===== src/rtl/opstack_pkg.sv =====
package opstack_pkg;
  typedef enum logic [2:0] {
    OP_PUSH = 3'd0,
    OP_POP  = 3'd1,
    OP_ADD  = 3'd2,
    OP_SUB  = 3'd3,
    OP_MUL  = 3'd4,
    OP_DIV  = 3'd5,
    OP_RSV6 = 3'd6,
    OP_RSV7 = 3'd7
  } op_e;

  function automatic logic is_binary(input op_e op);
    return (op == OP_ADD) || (op == OP_SUB) || (op == OP_MUL) || (op == OP_DIV);
  endfunction
endpackage


===== src/rtl/opstack_alu.sv =====
module opstack_alu
  import opstack_pkg::*;
#(
  parameter int W = 16
) (
  input  op_e                 op,
  input  logic signed [W-1:0] lhs,
  input  logic signed [W-1:0] rhs,
  output logic        [W-1:0] res,
  output logic                div_zero
);
  always_comb begin
    div_zero = (op == OP_DIV) && (rhs == '0);
    unique case (op)
      OP_ADD:  res = lhs + rhs;
      OP_SUB:  res = lhs - rhs;
      OP_MUL:  res = lhs * rhs;
      OP_DIV: begin
        if (rhs == '0) res = '0;
        else res = W'($signed({lhs[W-1], lhs}) / $signed({rhs[W-1], rhs}));
      end
      default: res = '0;
    endcase
  end
endmodule


===== src/rtl/opstack_mem.sv =====
module opstack_mem #(
  parameter int W     = 16,
  parameter int DEPTH = 8,
  localparam int CNT_W = $clog2(DEPTH + 1),
  localparam int IDX_W = (DEPTH > 1) ? $clog2(DEPTH) : 1
) (
  input  logic             clk,
  input  logic             rst_n,
  input  logic             push_en,
  input  logic             pop_en,
  input  logic             fold_en,
  input  logic [W-1:0]     wdata,
  output logic [W-1:0]     top,
  output logic [W-1:0]     second,
  output logic [CNT_W-1:0] count
);
  logic [W-1:0]     ent [DEPTH];
  logic [CNT_W-1:0] count_d;
  logic [DEPTH-1:0] wr_en;
  logic [IDX_W-1:0] top_idx, sec_idx;

  assign top_idx = IDX_W'(count - CNT_W'(1));
  assign sec_idx = IDX_W'(count - CNT_W'(2));
  assign top     = ent[top_idx];
  assign second  = ent[sec_idx];

  always_comb begin
    count_d = count;
    if (push_en)                count_d = count + CNT_W'(1);
    else if (pop_en || fold_en) count_d = count - CNT_W'(1);
  end

  always_ff @(posedge clk or negedge rst_n) begin
    if (!rst_n) count <= '0;
    else        count <= count_d;
  end

  for (genvar i = 0; i < DEPTH; i++) begin : g_ent
    assign wr_en[i] = (push_en && count == CNT_W'(i)) ||
                      (fold_en && count == CNT_W'(i + 2));
    always_ff @(posedge clk) begin
      if (wr_en[i]) ent[i] <= wdata;
    end
  end

  // depth never exceeds capacity
  a_r8_count_bound: assert property (@(posedge clk) disable iff (!rst_n)
    count <= CNT_W'(DEPTH));
  // at most one stack action per cycle
  a_r10_one_action: assert property (@(posedge clk) disable iff (!rst_n)
    $onehot0({push_en, pop_en, fold_en}));
  // a push grows the stack by one
  a_r2_push_grows: assert property (@(posedge clk) disable iff (!rst_n)
    push_en |=> count == $past(count) + CNT_W'(1));
endmodule


===== src/rtl/opstack_unit.sv =====
module opstack_unit
  import opstack_pkg::*;
#(
  parameter int W     = 16,
  parameter int DEPTH = 8,
  localparam int CNT_W = $clog2(DEPTH + 1)
) (
  input  logic         clk,
  input  logic         rst_n,
  input  logic         instr_valid,
  output logic         instr_ready,
  input  logic [2:0]   instr_op,
  input  logic [W-1:0] instr_data,
  output logic         pop_valid,
  output logic [W-1:0] pop_data,
  output logic         err_overflow,
  output logic         err_underflow,
  output logic         err_divzero
);
  op_e              op;
  logic             fire, bin, full, empty, short;
  logic             push_en, pop_en, fold_en, ovf_ev, ufl_ev;
  logic [W-1:0]     top, second, alu_res, wdata;
  logic             alu_dz;
  logic [CNT_W-1:0] count;

  logic         rdy_q, pv_q, ovf_q, ufl_q, dz_q;
  logic         pv_d, ovf_d, ufl_d, dz_d;
  logic [W-1:0] pd_q;

  assign op    = op_e'(instr_op);
  assign fire  = instr_valid && rdy_q;
  assign bin   = is_binary(op);
  assign full  = (count == CNT_W'(DEPTH));
  assign empty = (count == '0);
  assign short = (count < CNT_W'(2));

  assign push_en = fire && op == OP_PUSH && !full;
  assign pop_en  = fire && op == OP_POP && !empty;
  assign fold_en = fire && bin && !short;
  assign ovf_ev  = fire && op == OP_PUSH && full;
  assign ufl_ev  = fire && ((op == OP_POP && empty) || (bin && short));
  assign wdata   = push_en ? instr_data : alu_res;

  opstack_alu #(.W(W)) u_alu (
    .op(op), .lhs(second), .rhs(top), .res(alu_res), .div_zero(alu_dz)
  );

  opstack_mem #(.W(W), .DEPTH(DEPTH)) u_mem (
    .clk(clk), .rst_n(rst_n), .push_en(push_en), .pop_en(pop_en),
    .fold_en(fold_en), .wdata(wdata), .top(top), .second(second), .count(count)
  );

  always_comb begin
    pv_d  = pop_en;
    ovf_d = ovf_q || ovf_ev;
    ufl_d = ufl_q || ufl_ev;
    dz_d  = dz_q || (fold_en && alu_dz);
  end

  always_ff @(posedge clk or negedge rst_n) begin
    if (!rst_n) begin
      rdy_q <= 1'b0;
      pv_q  <= 1'b0;
      ovf_q <= 1'b0;
      ufl_q <= 1'b0;
      dz_q  <= 1'b0;
      pd_q  <= '0;
    end else begin
      rdy_q <= 1'b1;
      pv_q  <= pv_d;
      ovf_q <= ovf_d;
      ufl_q <= ufl_d;
      dz_q  <= dz_d;
      if (pop_en) pd_q <= top;
    end
  end

  assign instr_ready   = rdy_q;
  assign pop_valid     = pv_q;
  assign pop_data      = pd_q;
  assign err_overflow  = ovf_q;
  assign err_underflow = ufl_q;
  assign err_divzero   = dz_q;

  // ready stays high once raised
  a_r1_ready_held: assert property (@(posedge clk) disable iff (!rst_n)
    instr_ready |=> instr_ready);
  // a popped value only follows an accepted POP on a non-empty stack
  a_r2_pop_source: assert property (@(posedge clk) disable iff (!rst_n)
    pop_valid |-> ($past(fire) && $past(instr_op) == OP_POP && $past(count) != '0));
  // zero divisor flags and still collapses two entries into one
  a_r6_divzero_fold: assert property (@(posedge clk) disable iff (!rst_n)
    (fire && op == OP_DIV && !short && top == '0) |=>
      (err_divzero && count == $past(count) - CNT_W'(1)));
  // a short binary operation leaves the depth alone and flags
  a_r7_underflow_hold: assert property (@(posedge clk) disable iff (!rst_n)
    (fire && bin && short) |=> (err_underflow && $stable(count)));
  // underflow is sticky
  a_r7_sticky: assert property (@(posedge clk) disable iff (!rst_n)
    err_underflow |=> err_underflow);
  // push on a full stack flags and keeps the depth
  a_r8_overflow: assert property (@(posedge clk) disable iff (!rst_n)
    (fire && op == OP_PUSH && full) |=> (err_overflow && count == CNT_W'(DEPTH)));
endmodule


===== config.mk =====
export PLATFORM = sky130hd
export DESIGN_NAME = opstack_unit
export DESIGN_NICKNAME = d
export VERILOG_FILES = /design/src/rtl/opstack_pkg.sv /design/src/rtl/opstack_alu.sv /design/src/rtl/opstack_mem.sv /design/src/rtl/opstack_unit.sv
export SDC_FILE = /design/constraint.sdc
export NUM_CORES = 1
export LEC_CHECK = 0
export ABC_AREA = 1
export BUFFER_PORTS_ARGS = -buffer_cell sky130_fd_sc_hd__buf_2
export CAP_MARGIN = 0
export CORE_MARGIN = 4
export CORE_UTILIZATION = 39
export DETAILED_ROUTE_END_ITERATION = 16
export SETUP_SLACK_MARGIN = 0.4
export SKIP_LAST_GASP = 1
export SLEW_MARGIN = 10
export SYNTH_ARGS = -nofsm -noshare
export SYNTH_HDL_FRONTEND = slang
export SYNTH_SLANG_ARGS = --single-unit
export TNS_END_PERCENT = 1

===== constraint.sdc =====
create_clock -name clk -period 79 [get_ports clk]
set_input_delay 11.85 -clock clk [delete_from_list [all_inputs] [get_ports clk]]
set_output_delay 11.85 -clock clk [all_outputs]
set_load 0.01 [all_outputs]

==> impl_metrics.py <==
metrics = {
    "sta": {
        "setup_viol": 0,
        "period_minus_slack_ns": 41.99,
        "drv_slew": 0,
        "skew_ns": 0.0130,
        "min_period_over_period_pct": 53.2,
        "fmax_mhz": 23.8,
        "hold_viol_final": 0,
        "rsz0062_at_grt": "no",
        "worstMarginPinSlew_ns": 0.996,
        "fin_setup_tns_ns": 0,
        "max_slew_margin_pct": 33.6,
        "finalWorstSetupSlack_ns": 37.01,
    },
    "synthesis": {
        "synthXorXnorAreaFrac_pct": 5.33,
        "ys_ff_latch": 153,
        "synth_compound_area_share_pct": 14.0,
        "synth_top_family_by_area": "simple AND/OR/NAND/NOR gates",
        "synth.avg_cell_area_um2": 7.13,
        "netlist_area_um2": 21800,
        "synthAdderAreaFrac_pct": 21.2,
        "synth_seq_area_share_pct": 20.5,
        "synth-simple-area-share_pct": 27.2,
        "ys_warn_count": 0,
        "synth_mux_area_share_pct": 0,
        "synth_edf_count": 128,
        "ys_types": 67,
        "async_reset_ff_share_pct": 16.3,
        "synth_ff_type": "edfxtp_1",
        "syn-instance-count": 3062,
    },
    "finish": {
        "antenna_cells": 0,
        "layout_commonest_cell": "nand2_1",
        "layout.nets": 3406,
        "final_cell_mix": "nand2_1, inv_1, ha_1, nor2_1, o21ai_0",
        "drive_above_1_share_pct": 10.7,
        "fin_area_um2": 23400,
        "syn_to_final_growth_pct": 7.00,
    },
    "floorplanning": {
        "fp.dieH_um": 245,
        "fp.dieW_um": 245,
        "fp.coreArea_um2": 55300,
        "initial_utilization_pct": 39.5,
        "io_pins": 43,
        "row_count": 86,
        "die-area_um2": 59800,
    },
    "cts": {
        "cts_buffer_depth": 2,
        "clk_latency_ns": 0.45,
        "cts_tree": "built",
        "clock-sinks": 153,
        "cts_setup_buffers": 0,
        "cts_hold_buf": 0,
        "ctsResizeCount": 0,
        "clock-root-buffer": "clkbuf_16",
        "clkSlewWorstSetupHoldPaths_ns": 0.06,
        "cts_made_buffers": 17,
        "htree_levels": 4,
    },
    "setup_path": {
        "cp_data_arrival_time_ns": 42.09,
        "critPathCaptureType": "register",
        "slowest_stage": "a21oi_2",
        "slowest_delay_ns": 0.80,
        "worst_path_most_repeated_cell": "nand2_1",
        "crit_path_max_fanout": 43,
        "rr_worst_depth": 259,
        "critPathRequiredTime_ns": 79.10,
        "worstSetupPathType": "register to register",
        "startpoint_type": "register",
    },
    "placement": {
        "pre_cts_slack_ns": 37.35,
        "hpwl_mm": 49.9,
        "io_buffers": 42,
        "gp_congestion": 0.927,
        "postPlaceCellArea_um2": 22700,
    },
    "global_route": {
        "grt_max_degree": 85,
        "overflow": 0,
        "grt_usage_pct": 22.2,
        "grt_pass1_wl_mm": 104,
        "antenna_found_initial": 4,
        "grt_pass1_vias": 18200,
    },
    "detailed_routing": {
        "vias": 19600,
        "wire_per_inst_um": 17.4,
        "drc": 0,
        "viasPerCell": 5.13,
        "drt_iter0_drc": 1833,
        "routed_wl_mm": 66.6,
        "drtPass1Iterations": 6,
        "drtAntennaViolNets": 0,
    },
    "job": {
        "cap_violations": 0,
    },
    "min_path": {
        "hold_depth": 2,
        "min_path_type": "register to register",
    },
    "status": {
        "status": "completed",
    },
}
[cells by family after synthesis]
| family | count (synthesis) |
|---|---|
| AOI/OAI and AO/OA | 520 |
| xor gates and xnor gates | 132 |
| adders and majority gates | 322 |
| buffers and inverters | 609 |
| DFF | 153 |
| other | 2 |
| and+or+nand+nor | 1324 |
[cells in the mapped netlist, types with 5 or more instances]
cell type / n / area (um^2)
a21o_1: 24 / 180
a21oi_1: 162 / 811
a21oi_2: 5 / 43.8
a31oi_1: 7 / 43.8
and2_1: 6 / 37.5
buf_1: 6 / 22.5
buf_2: 35 / 175
buf_4: 15 / 113
buf_6: 15 / 169
clkbuf_1: 25 / 93.8
clkinv_1: 6 / 22.5
dfrtp_1: 25 / 626
edfxtp_1: 128 / 3840
fa_1: 80 / 1600
ha_1: 242 / 3030
inv_1: 491 / 1840
inv_2: 10 / 37.5
nand2_1: 731 / 2740
nand2_2: 57 / 357
nand2_4: 10 / 113
nand3_1: 166 / 831
nand3_2: 33 / 330
nand4_1: 27 / 169
nor2_1: 214 / 803
nor2_2: 6 / 37.5
nor2_4: 7 / 78.8
nor3_1: 21 / 105
nor4_1: 5 / 31.3
o2111ai_1: 8 / 70.1
o211ai_1: 7 / 52.6
o21ai_0: 194 / 971
o21ai_1: 25 / 125
o21ai_2: 34 / 298
o21bai_1: 16 / 120
o22ai_1: 6 / 37.5
o31ai_1: 7 / 52.6
or2_2: 30 / 188
xnor2_1: 53 / 464
xor2_1: 78 / 683
[registers in the layout, summed over array words and instances, names as in the netlist]
register	cells
err_divzero	1
err_overflow	1
err_underflow	1
instr_ready	1
pop_data	16
pop_valid	1
u_mem.count	4
u_mem.ent	128
[layout make-up]
class,count,area [um^2]
fill,5779,31900
multi-input combinational,2301,14900
sequential,153,4470
inverter,508,1910
tap,748,936
timing repair buffer,81,503
clock buffer,17,425
clock inverter,14,205
[worst paths after layout]
path	start	endpoint	slack (ns)
max	u_mem.count[1]	u_mem.ent[4][14]	37.01
min	pop_data[11]	pop_data[11]	0.48
max reg2reg	u_mem.count[1]	u_mem.ent[4][14]	37.01
min reg2reg	pop_data[11]	pop_data[11]	0.48
max in group asynchronous	rst_n	u_mem.count[0]	67.15
min in group asynchronous	rst_n	u_mem.count[2]	11.41
[stage by stage]
step                      util (%)  hold slack [ns]  std cells
after detailed placement      41.1            0.467       3791
after floorplan                  -            0.503       3063
final                         42.2            0.478       3822
after CTS                     42.2            0.483       3822
after global routing          42.2            0.501       3822
after global placement        41.1            0.463       3791
[worst max-delay path: cells and delay by family (launching register included)]
kind | cells | cell delay [ns]
and+or+nand+nor | 126 | 16.03
adders and majority gates | 17 | 5.32
DFF | 1 | 0.32
buffers and inverters | 35 | 5.30
AOI/OAI and AO/OA | 81 | 14.53
[per-layer routing]
metal  routed length [um]  vias to the layer above  global-route usage [%]
li1                     -                     9906                       -
met1                31400                     8931                    32.2
met2                28600                      655                    34.2
met3                 5270                      100                    4.24
met4                 1300                        4                    4.93
met5                   21                        -                       0
Power is not shown: default switching activity piles up to over one toggle a cycle in this logic, so the estimate is an artifact.
